--- src/rtl/flash_cmd_pkg.sv ---
package flash_cmd_pkg;

  typedef enum logic [2:0] {
    M_READ  = 3'd0,
    M_PROG  = 3'd1,
    M_PVFY  = 3'd2,
    M_ERASE = 3'd3,
    M_EVFY  = 3'd4
  } fmode_e;

  typedef enum logic [1:0] {
    P_NONE  = 2'd0,
    P_ERASE = 2'd1,
    P_RESET = 2'd2
  } fpend_e;

  typedef struct packed {
    logic   load;
    fmode_e mode;
    logic   erase_go;
    fpend_e pend;
  } fdec_t;

  localparam logic [7:0] CODE_READ  = 8'h00;
  localparam logic [7:0] CODE_PROG  = 8'h40;
  localparam logic [7:0] CODE_PVFY  = 8'hC0;
  localparam logic [7:0] CODE_ERASE = 8'h20;
  localparam logic [7:0] CODE_EVFY  = 8'hA0;
  localparam logic [7:0] CODE_RESET = 8'hFF;

endpackage

--- src/rtl/flash_cmd_decode.sv ---
module flash_cmd_decode
  import flash_cmd_pkg::*;
(
  input  logic [7:0] code,
  input  fpend_e     pend_q,
  output fdec_t      dec
);

  always_comb begin
    dec.load     = 1'b0;
    dec.mode     = M_READ;
    dec.erase_go = 1'b0;
    dec.pend     = P_NONE;
    case (code)
      CODE_READ: begin
        dec.load = 1'b1;
        dec.mode = M_READ;
      end
      CODE_PROG: begin
        dec.load = 1'b1;
        dec.mode = M_PROG;
      end
      CODE_PVFY: begin
        dec.load = 1'b1;
        dec.mode = M_PVFY;
      end
      CODE_EVFY: begin
        dec.load = 1'b1;
        dec.mode = M_EVFY;
      end
      CODE_ERASE: begin
        if (pend_q == P_ERASE) dec.erase_go = 1'b1;
        else                   dec.pend     = P_ERASE;
      end
      CODE_RESET: begin
        if (pend_q == P_RESET) begin
          dec.load = 1'b1;
          dec.mode = M_READ;
        end else begin
          dec.pend = P_RESET;
        end
      end
      default: ;
    endcase
  end

endmodule

--- src/rtl/flash_cmd_seq.sv ---
module flash_cmd_seq
  import flash_cmd_pkg::*;
(
  input  logic   clk,
  input  logic   rst,
  input  logic   enabled,
  input  logic   cmd_wr,
  input  fdec_t  dec,
  input  logic   prog_wr,
  input  logic   arr_done,
  output fmode_e mode_q,
  output fpend_e pend_q,
  output logic   busy_q,
  output logic   prog_stb_q,
  output logic   erase_stb_q,
  output logic   valid_q
);

  always_ff @(posedge clk) begin
    if (rst) begin
      mode_q      <= M_READ;
      pend_q      <= P_NONE;
      busy_q      <= 1'b0;
      prog_stb_q  <= 1'b0;
      erase_stb_q <= 1'b0;
      valid_q     <= 1'b0;
    end else begin
      prog_stb_q  <= 1'b0;
      erase_stb_q <= 1'b0;
      valid_q     <= enabled;
      if (!enabled) begin
        mode_q <= M_READ;
        pend_q <= P_NONE;
        busy_q <= 1'b0;
      end else if (busy_q) begin
        if (arr_done) begin
          busy_q <= 1'b0;
          mode_q <= M_READ;
        end
      end else if (cmd_wr) begin
        pend_q <= dec.pend;
        if (dec.load) mode_q <= dec.mode;
        if (dec.erase_go) begin
          mode_q      <= M_ERASE;
          busy_q      <= 1'b1;
          erase_stb_q <= 1'b1;
        end
      end else if (prog_wr) begin
        prog_stb_q <= 1'b1;
        busy_q     <= 1'b1;
      end
    end
  end

endmodule

--- src/rtl/flash_bus_port.sv ---
module flash_bus_port #(
  parameter int ADDR_W = 12,
  parameter int DATA_W = 8
) (
  input  logic              clk,
  input  logic              rst,
  input  logic [ADDR_W-1:0] cpu_addr,
  input  logic [DATA_W-1:0] cpu_wdata,
  input  logic              cpu_rd,
  input  logic              rd_arr,
  input  logic              prog_wr,
  input  logic [DATA_W-1:0] arr_rdata,
  output logic [ADDR_W-1:0] arr_addr_q,
  output logic [DATA_W-1:0] arr_wdata_q,
  output logic              arr_rd_stb_q,
  output logic [DATA_W-1:0] cpu_rdata_q,
  output logic              cpu_rvalid_q
);

  logic rd_pend_q;

  always_ff @(posedge clk) begin
    if (rst) begin
      arr_addr_q   <= '0;
      arr_wdata_q  <= '0;
      arr_rd_stb_q <= 1'b0;
      rd_pend_q    <= 1'b0;
      cpu_rdata_q  <= '0;
      cpu_rvalid_q <= 1'b0;
    end else begin
      arr_rd_stb_q <= rd_arr;
      rd_pend_q    <= cpu_rd;
      cpu_rvalid_q <= rd_pend_q;
      if (rd_arr || prog_wr) arr_addr_q <= cpu_addr;
      if (prog_wr)           arr_wdata_q <= cpu_wdata;
      if (rd_pend_q)         cpu_rdata_q <= arr_rd_stb_q ? arr_rdata : '0;
    end
  end

endmodule

--- src/rtl/flash_cmd_ctrl.sv ---
module flash_cmd_ctrl #(
  parameter int ADDR_W = 12,
  parameter int DATA_W = 8
) (
  input  logic              clk,
  input  logic              rst,
  input  logic [ADDR_W-1:0] cpu_addr,
  input  logic [DATA_W-1:0] cpu_wdata,
  input  logic              cpu_wr,
  input  logic              cpu_rd,
  output logic [DATA_W-1:0] cpu_rdata,
  output logic              cpu_rvalid,
  input  logic              reprog_sel,
  input  logic              vpp_ok,
  output logic              mode_valid,
  output logic              busy,
  output logic [2:0]        arr_mode,
  output logic [ADDR_W-1:0] arr_addr,
  output logic [DATA_W-1:0] arr_wdata,
  output logic              arr_rd_stb,
  output logic              arr_prog_stb,
  output logic              arr_erase_stb,
  input  logic [DATA_W-1:0] arr_rdata,
  input  logic              arr_done
);
  import flash_cmd_pkg::*;

  localparam logic [ADDR_W-1:0] CMD_OFS = {ADDR_W{1'b1}};

  logic   enabled, at_cmd, cmd_wr, prog_wr, rd_arr;
  fmode_e mode_q;
  fpend_e pend_q;
  fdec_t  dec;

  assign enabled = reprog_sel & vpp_ok;
  assign at_cmd  = (cpu_addr == CMD_OFS);
  assign cmd_wr  = cpu_wr & at_cmd & enabled & ~busy;
  assign prog_wr = cpu_wr & ~at_cmd & enabled & ~busy & (mode_q == M_PROG);
  assign rd_arr  = cpu_rd & ~at_cmd & ~busy;

  flash_cmd_decode dec_i (
    .code   (cpu_wdata[7:0]),
    .pend_q (pend_q),
    .dec    (dec)
  );

  flash_cmd_seq seq_i (
    .clk         (clk),
    .rst         (rst),
    .enabled     (enabled),
    .cmd_wr      (cmd_wr),
    .dec         (dec),
    .prog_wr     (prog_wr),
    .arr_done    (arr_done),
    .mode_q      (mode_q),
    .pend_q      (pend_q),
    .busy_q      (busy),
    .prog_stb_q  (arr_prog_stb),
    .erase_stb_q (arr_erase_stb),
    .valid_q     (mode_valid)
  );

  flash_bus_port #(.ADDR_W(ADDR_W), .DATA_W(DATA_W)) port_i (
    .clk          (clk),
    .rst          (rst),
    .cpu_addr     (cpu_addr),
    .cpu_wdata    (cpu_wdata),
    .cpu_rd       (cpu_rd),
    .rd_arr       (rd_arr),
    .prog_wr      (prog_wr),
    .arr_rdata    (arr_rdata),
    .arr_addr_q   (arr_addr),
    .arr_wdata_q  (arr_wdata),
    .arr_rd_stb_q (arr_rd_stb),
    .cpu_rdata_q  (cpu_rdata),
    .cpu_rvalid_q (cpu_rvalid)
  );

  assign arr_mode = mode_q;

endmodule

--- config.mk ---
export PLATFORM = sky130hd
export DESIGN_NAME = flash_cmd_ctrl
export DESIGN_NICKNAME = d
export VERILOG_FILES = /design/src/rtl/flash_cmd_pkg.sv /design/src/rtl/flash_cmd_decode.sv /design/src/rtl/flash_cmd_seq.sv /design/src/rtl/flash_bus_port.sv /design/src/rtl/flash_cmd_ctrl.sv
export SDC_FILE = /design/constraint.sdc
export NUM_CORES = 1
export LEC_CHECK = 0
export ABC_AREA = 1
export CAP_MARGIN = 25
export CORE_MARGIN = 3
export CORE_UTILIZATION = 42
export DETAILED_ROUTE_END_ITERATION = 6
export PLACE_DENSITY = 0.78
export SLEW_MARGIN = 0
export SYNTH_ARGS = -nofsm -noshare
export SYNTH_HDL_FRONTEND = slang
export SYNTH_SLANG_ARGS = --single-unit
--- constraint.sdc ---
create_clock -name clk -period 1.4 [get_ports clk]
set_input_delay 0.28 -clock clk [delete_from_list [all_inputs] [get_ports clk]]
set_output_delay 0.28 -clock clk [all_outputs]
set_load 0.03 [all_outputs]
==> results.ini, run 1 <==
[timing]
slew_headroom_pct=65.1
maxSlewViolCount=0
tightestPinTransition_ns=0.523
grt_setup_unrepaired=yes
whs_ns=0.339
finClkSkew_ns=0.0175
max_clock_freq_ghz=0.722
fin_crit_sh_pct=98.9
min_period_ns=1.38
hold_violations=0
setup_viol=0

[global_routing]
antenna_found_initial=0
first_global_vias=1800
grt_remaining_overflow=0
grt_max_degree=21
grt_first_pass_wirelength_um=7930
grt_usage_pct=20.2

[detailed_routing]
first_pass_iters=4
antenna_left=0
routed_wl_um=5160
wl_per_cell_um=13.3
vias=1944
drt_first_iter_violations=160
viasPerCell=5.02
drc_errors=0

[yosys]
yosysWarnings=0
ys_seq_elements=40
synth_edf_count=0
synth_seq_area_share_pct=47.8
avgSynthCellArea_sq_um=7.04
synth_top_area_share_pct=47.8
netlist_instances=238
synth_cell_types=19
synth_fp_nets=273
netlist_area_sq_mm=0.00168
synthTopCellsByCount=nor2_1, dfxtp_1, nand2_1
ys.flop_type=dfxtp_1
synth_most_common_cell=nor2_1
synthArstFlopShare_pct=0
synth_area_leaders=dfxtp_1, nor2_1, nand2_1
synth.largest_area_cell=dfxtp_1

[clocking]
cts.sink_count=40
worstSkewPairLatency_ns=0.30
cts.htree.levels=2
ctsLongestPathBuffers=2
cts_tree=done
path_clk_slew_ns=0.07
clock-root-buffer=clkbuf_8
numCtsBuffers=5

[placed_design]
dpl.hpwl_um=3350
placed_cell_area_sq_mm=0.00256
globalplace.congestion=0.757
port_buffers=71

[power]
powerDensity_mw_per_mm2=903
combPwrFrac_pct=15.1
switching_power_mw=0.664
netSwitchingFraction_pct=25.7
p_int_mw=1.93
seqPwrFrac_pct=45.9
p_clk_share_pct=39.0
ir_worst_vdd_uv=898
p_leak_nw=1.38

[setup_path]
reg2reg_slack_ns=0.05
required_ns=1.59
crit_slowest_cell=dlygate4sd2_1
reg2reg_depth=7
regToRegStartpoint=seq_i.mode_q[1]
start_kind=primary input
endpoint_kind=flop
slowest_delay_ns=0.24
crit_top_cell=nand3_4
r2r-end=port_i.arr_addr_q[1]
cp_max_fo=7
worstPathCellList=dlygate4sd2_1, nand2_1, nor2_4, nand3_4, buf_6, nand3_4, nand2_8, buf_4, o21ai_2, nor2_1
critPathArrivalTime_ns=1.57
critical_path_class=in -> reg

[hold_path]
hold_path.class=in -> reg
worstHoldPathCells=3
hold_end=port_i.arr_wdata_q[5]
min_from=cpu_wdata[5]

[die]
start_util_pct=44.8
fp.dieW_um=69.2
core_area_sq_mm=0.00374
io_pins=72
rows=22
die_area_sq_mm=0.00478
die_y_um=69.2

[finish]
diodes=0
fin_area_sq_mm=0.00287
drive_gt1_share_pct=23.9
nets=373
areaGrowthSynthToFinish_pct=71.2

[run]
maxCapViolCount=0

[run_status]
status=finished, final reports clean

how the worst max path moves through the flow:
stage	startpoint	to
after detailed placement	cpu_addr[5]	port_i.arr_addr_q[0]
after CTS	cpu_wdata[5]	seq_i.mode_q[0]
final	cpu_addr[4]	port_i.arr_addr_q[11]
after floorplan	seq_i.busy_q	port_i.arr_addr_q[3]
after global placement	cpu_addr[5]	port_i.arr_addr_q[11]
after global routing	seq_i.mode_q[2]	port_i.arr_addr_q[9]
repair_timing:
| item | in CTS | in global routing |
|---|---|---|
| pin swaps | 18 | 7 |
| buffers inserted | 3 | 2 |
| hold buffers | 0 | 0 |
| cloned | 2 | 0 |
| resized for setup | 85 | 24 |
| setup endpoints to repair | 60 | 20 |
power groups by stage:
stage               Sequential (mW)  Combinational, mW  Clock (mW)
global route                   1.19              0.422        1.06
global placement               1.21              0.374           0
finish                         1.19              0.391        1.01
floorplan                      1.27              0.101           0
CTS                            1.19              0.367        1.00
detailed placement             1.21              0.378           0
layout make-up:
| cell class | instances | area (sq um) |
|---|---|---|
| Inverter | 19 | 86.3 |
| Timing Repair Buffer | 99 | 886 |
| Fill cell | 278 | 876 |
| Timing Repair inverter | 1 | 7.51 |
| Sequential cell | 40 | 806 |
| Tap cell | 48 | 60.1 |
| Clock inverter | 2 | 38.8 |
| Multi-Input combinational cell | 172 | 901 |
| Clock buffer | 6 | 82.6 |
layout by cell type (no fill, tap or decap), drive strengths merged:
cell type and n:
clkdlybuf4s50 11, dfxtp 40, nand3 18, inv 17, nand4 2, buf 31, dlygate4sd2 51, nand2 44
nor3 2, clkdlybuf4s15 1, bufinv 1, nor4 1, nor2 68, a21oi 16, o21ai 21, dlymetal6s2s 5
clkinv 3, clkbuf 6, clkinvlp 1
sequential cells by signal (all words and copies together), names as in the netlist:
signal	count
port_i.arr_addr_q	12
port_i.arr_rd_stb_q	1
port_i.arr_wdata_q	8
port_i.cpu_rdata_q	8
port_i.cpu_rvalid_q	1
port_i.rd_pend_q	1
seq_i.busy_q	1
seq_i.erase_stb_q	1
seq_i.mode_q	3
seq_i.pend_q	2
seq_i.prog_stb_q	1
seq_i.valid_q	1
worst max-delay path: cells and delay by family:
kind | cells | cell delay [ns]
compound gates | 1 | 0.11
buf+inv | 3 | 0.51
simple gates | 6 | 0.66
cells by family after synthesis:
| group | Yosys count | share of synthesized area (%) |
|---|---|---|
| flip-flops | 40 | 47.8 |
| AND/OR/NAND/NOR | 134 | 33.5 |
| buffers and inverters | 27 | 7.69 |
| AO/OA/AOI/OAI | 37 | 11.1 |
per-stage QoR:
stage	util (%)	setup slack [ns]	TNS (ns)	power (mW)	std cells
finish	76.6	0.0151	0	2.59	387
global route	76.6	-0.0556	-0.181	2.67	387
CTS	74.0	0.00129	0	2.55	385
detailed placement	68.4	-0.469	-10.70	1.59	372
global placement	68.4	-0.410	-9.94	1.59	372
floorplan	-	0.0577	0	1.38	238
per-layer routing:
metal	GRT usage [%]	wire length, um	up-vias
met5	0	0	-
met4	6.07	61	0
met3	5.25	350	9
met2	35.6	2740	79
met1	24.0	2020	892
li1	-	-	964
Power figures use the tool's default switching activity.
==> run 2, diff against run 1 <==
Settings changed: CORE_UTILIZATION 42 to 40, PLACE_DENSITY 0.78 to 0.74.
==> run 2 against run 1 <==
Utilization is 2.0 points lower. Fmax rose by 1.1%. Clock power barely moved. Global-route usage down 0.81 points. Register-to-register slack barely moved. Worst setup slack improved by 0.015 ns. Critical endpoint is now port_i.arr_addr_q[2].
==> results.ini, run 2 (same netlist as run 1, synthesis figures left out) <==
[timing]
hold_violations=0
slew_headroom_pct=66.3
finClkSkew_ns=0.00514
min_period_ns=1.37
grt_setup_unrepaired=yes
setup_viol=0
max_clock_freq_ghz=0.730
tns_ns=0
fin_crit_sh_pct=97.9
tightestPinTransition_ns=0.505
maxSlewViolCount=0

[clocking]
worstSkewPairLatency_ns=0.29
cts.sink_count=40
path_clk_slew_ns=0.07
clock-root-buffer=clkbuf_8
cts_hold_buf=0
cts_tree=done
ctsLongestPathBuffers=2
numCtsBuffers=5
cts.htree.levels=2

[global_routing]
grt_first_pass_wirelength_um=7860
grt_max_degree=21
first_global_vias=1831
antenna_found_initial=0
grt_usage_pct=19.4
grt_remaining_overflow=0

[setup_path]
reg2reg_depth=7
critPathLaunch=cpu_addr[9]
worstPathCellList=dlygate4sd2_1, nand2_1, nor2_2, nand3_2, nand3_4, nand2_8, buf_4, buf_4, o21ai_1, nor2_1
critPathArrivalTime_ns=1.55
critical_path_class=in -> reg
r2r-end=port_i.arr_addr_q[2]
cp_num_buf_inv=3
cp_max_fo=5
start_kind=primary input
crit_top_cell=buf_4
reg2reg_slack_ns=0.06
regToRegStartpoint=seq_i.mode_q[1]
cpLargestDelayFamily=simple AND/OR/NAND/NOR gates
worstSetupEndpoint=port_i.arr_addr_q[2]
slowest_delay_ns=0.24
cp_num_cells=10
endpoint_kind=flop
crit_slowest_cell=dlygate4sd2_1
required_ns=1.58

[finish]
areaGrowthSynthToFinish_pct=71.5
fin_util_pct=74.6
nets=381
drive_gt1_share_pct=24.5
mostFrequentLayoutCells=nor2_1, dlygate4sd2_1, nand2_1, dfxtp_1, buf_4
reg_top3=port_i.arr_addr_q x12, port_i.arr_wdata_q x8, port_i.cpu_rdata_q x8
mostFrequentLayoutCell=nor2_1
diodes=0
top_register=port_i.arr_addr_q
fillCellCount=310
largest_reg_flops=12
instances_no_fill=395

[placed_design]
dpl.hpwl_um=3210
port_buffers=71
dp.cells=377
globalplace.congestion=0.723

[hold_path]
hold_path.class=in -> reg
min_from=cpu_addr[8]

[power]
powerDensity_mw_per_mm2=898
ir_worst_vdd_uv=430
p_leak_nw=1.39

[detailed_routing]
drc_errors=0
viasPerCell=4.83
wl_per_cell_um=12.1
vias=1909
antenna_left=0
routed_wl_um=4800
drt_first_iter_violations=107
first_pass_iters=4

[die]
start_util_pct=43.5
die_y_um=70.7
rows=22
io_pins=72
core_area_sq_mm=0.00385
fp.dieW_um=70.7
die_area_sq_mm=0.00500

[run]
maxCapViolCount=0

[run_status]
status=finished, final reports clean

run 2: changes by cell type in the layout (fill, tap and decap cells not counted), sizes merged:
cell	previous run	this run
clkinv	3	2
buf	31	40
clkbuf	6	7
dlymetal6s2s	5	3
dlygate4sd2	51	53
nand2	44	43
run 2: worst min-delay path: stages:
cell and delay (ns):
dlygate4sd2_1 0.21, nor2_1 0.04, nor2_1 0.08
run 2: power by group:
group          switching [mW]  internal (mW)
combinational           0.210          0.180
clock                   0.375          0.629
sequential             0.0167           1.17
run 2: layout make-up:
| type | instances | area (sq um) | share of cell area, % |
|---|---|---|---|
| inverters | 19 | 81.3 | 2.83 |
| flip-flops and latches | 40 | 807 | 28.1 |
| repair inverters | 1 | 7.51 | 0.261 |
| repair buffers | 108 | 937 | 32.6 |
| multi-input cells | 171 | 855 | 29.7 |
| well taps | 48 | 60.1 | 2.09 |
| clock inverters | 1 | 30.0 | 1.04 |
| clock buffers | 7 | 96.3 | 3.35 |
run 2: per-stage QoR:
step           cell area, sq um  setup slack [ns]  power [mW]  hold WS, ns
2_1_floorplan              1680            0.0577        1.38        0.349
3_3_place_gp               2600            -0.453        1.60        0.453
3_5_place_dp               2600            -0.458        1.60        0.455
4_1_cts                    2800           0.00399        2.59        0.355
5_1_grt                    2870           -0.0493        2.69        0.369
6_report                   2870            0.0296        2.58        0.352
run 2: how the worst min path moves through the flow:
stage / endpoint / slack [ns] / depth (start not counted)
2_1_floorplan: port_i.cpu_rdata_q[0] / 0.35 / 1
4_1_cts: port_i.arr_addr_q[8] / 0.36 / 3
3_3_place_gp: port_i.cpu_rdata_q[2] / 0.45 / 2
5_1_grt: port_i.arr_addr_q[4] / 0.37 / 3
3_5_place_dp: port_i.cpu_rdata_q[3] / 0.46 / 2
6_report: port_i.arr_addr_q[8] / 0.35 / 3
run 2: per-layer routing:
| metal | up-vias | global-route usage [%] | wire (um) |
|---|---|---|---|
| met4 | 0 | 6.68 | 87 |
| met2 | 77 | 34.0 | 2330 |
| li1 | 978 | - | - |
| met5 | - | 0 | 0 |
| met1 | 843 | 22.2 | 1990 |
| met3 | 11 | 6.25 | 388 |
run 2: timing repair:
action                                  CTS  global route
buffers inserted                          5             4
endpoints found under the setup margin   61            13
gates resized for setup                  91            17
endpoints found under the hold margin     0             0
pin swaps                                21             9
cloned                                    1             0
==> run 3, diff against run 2 <==
Settings changed: CAP_MARGIN 25 to 20, CELL_PAD_IN_SITES_DETAIL_PLACEMENT set to 0, CELL_PAD_IN_SITES_GLOBAL_PLACEMENT set to 2, CORE_UTILIZATION 40 to 21, PLACE_DENSITY 0.74 to 0.75, REMOVE_ABC_BUFFERS set to 1.
==> run 3 against run 2 <==
Clock power shrank 5%. Sequential cell count is the same. First-iteration DRC count shrank 36%. Critical endpoint is now port_i.arr_addr_q[5]. Largest power group unchanged. Via count fell by 3.1%. Cell area grew 5.0%. Clock-buffer cell count is 1 lower. Clock skew shrank 0.0017 ns.
==> results.ini, run 3 (same netlist as run 1, synthesis figures left out) <==
[die]
start_util_pct=22.4
die_y_um=95.3
fp.dieW_um=95.3
core_area_sq_mm=0.00749
io_pins=72
die_area_sq_mm=0.00909
rows=31

[finish]
instances_no_fill=450
top_register=port_i.arr_addr_q
mostFrequentLayoutCells=nor2_1, dlygate4sd2_1, buf_4
seq_area_sq_um=802
areaGrowthSynthToFinish_pct=80.1
nets=385
reg_top3=port_i.arr_addr_q x12, port_i.arr_wdata_q x8, port_i.cpu_rdata_q x8
diodes=0
drive_gt1_share_pct=27.6
mostFrequentLayoutCell=nor2_1
largest_reg_flops=12
fin_util_pct=40.3
multi_input_area_sq_um=905
fillCellCount=823
fin_area_sq_mm=0.00302

[global_routing]
grt_remaining_overflow=0
antenna_found_initial=0
grt_first_pass_wirelength_um=8530
first_global_vias=1811
grt_usage_pct=11.9
grt_max_degree=21

[setup_path]
cpLargestDelayFamily=simple AND/OR/NAND/NOR gates
slowest_delay_ns=0.34
required_ns=1.59
crit_slowest_cell=dfxtp_2
endpoint_kind=flop
cp_num_buf_inv=2
worstPathCellList=nor4_4, nand2_4, nand2_8, buf_12, inv_8, nor2_2, nor2_1
critPathArrivalTime_ns=1.54
start_kind=flop
critical_path_class=reg -> reg
cp_max_fo=7

[hold_path]
hold_path.class=in -> reg

[power]
p_leak_nw=1.41
power_mw=2.54
ir_worst_vdd_uv=347
powerDensity_mw_per_mm2=841

[detailed_routing]
first_pass_iters=4
drt_first_iter_violations=68
drc_errors=0
routed_wl_um=5260
wl_per_cell_um=11.7
viasPerCell=4.11
antenna_left=0
vias=1849

[timing]
maxSlewViolCount=0
slew_headroom_pct=64.2
hold_violations=0
grt_setup_unrepaired=yes
max_clock_freq_ghz=0.743
finClkSkew_ns=0.00339
min_period_ns=1.35
fin_crit_sh_pct=96.1
setup_viol=0
tns_ns=0
tightestPinTransition_ns=0.537

[clocking]
cts.sink_count=40
cts_tree=done
cts_hold_buf=0
numCtsBuffers=5
worstSkewPairLatency_ns=0.29
ctsLongestPathBuffers=2
cts.htree.levels=2
clock-root-buffer=clkbuf_8
path_clk_slew_ns=0.08

[placed_design]
globalplace.congestion=0.749
placed_cell_area_sq_mm=0.00270
port_buffers=71
dpl.hpwl_um=3830
dp.cells=434

[run]
maxCapViolCount=0

[run_status]
status=finished, final reports clean

run 3: layout make-up:
type	instances	area share (%)
timing repair buffer	112	32.5
multi-input combinational	171	30.0
clock buffer	6	2.40
clock inverter	2	1.16
tap	99	4.10
inverter	19	3.03
sequential	40	26.6
timing repair inverter	1	0.249
run 3: worst reg2reg max path, cell delays in order (launching register included):
cell,delay [ns]
dfxtp_2,0.34
nor4_4,0.34
nand2_4,0.15
nand2_8,0.12
buf_12,0.12
inv_8,0.05
nor2_2,0.08
nor2_1,0.05
run 3: final timing paths:
path | slack [ns] | endpoint | cells past startpoint | start
worst max-delay path | 0.05 | port_i.arr_addr_q[5] | 7 | seq_i.mode_q[1]
worst min-delay path | 0.40 | port_i.arr_addr_q[9] | 3 | cpu_addr[9]
worst max register to register | 0.05 | port_i.arr_addr_q[5] | 7 | seq_i.mode_q[1]
worst min register to register | 0.46 | port_i.cpu_rdata_q[5] | 2 | port_i.cpu_rdata_q[5]
run 3: where the power goes:
part | switching [mW] | total [mW] | internal, mW
sequential | 0.0152 | 1.19 | 1.17
clock | 0.418 | 0.948 | 0.530
combinational | 0.221 | 0.404 | 0.184
total | 0.654 | 2.54 | 1.88
run 3: timing repair:
item,CTS,global route
buffers inserted,6,0
cloned,2,0
endpoints found under the setup margin,58,20
resized for setup,94,19
pin swaps,15,3
run 3: per-stage QoR:
stage | setup WS [ns] | hold WS [ns]
floorplan | -0.136 | 0.349
global placement | -0.474 | 0.453
finish | 0.0543 | 0.404
global route | -0.0673 | 0.423
detailed placement | -0.526 | 0.458
CTS | -0.00130 | 0.375
run 3: routing by layer:
| layer | part of all wire, % | GRT usage (%) |
|---|---|---|
| met1 | 47 | 15.4 |
| met2 | 44 | 19.2 |
| met3 | 8.1 | 3.47 |
| met4 | 0.91 | 2.88 |
| met5 | 0 | 0 |
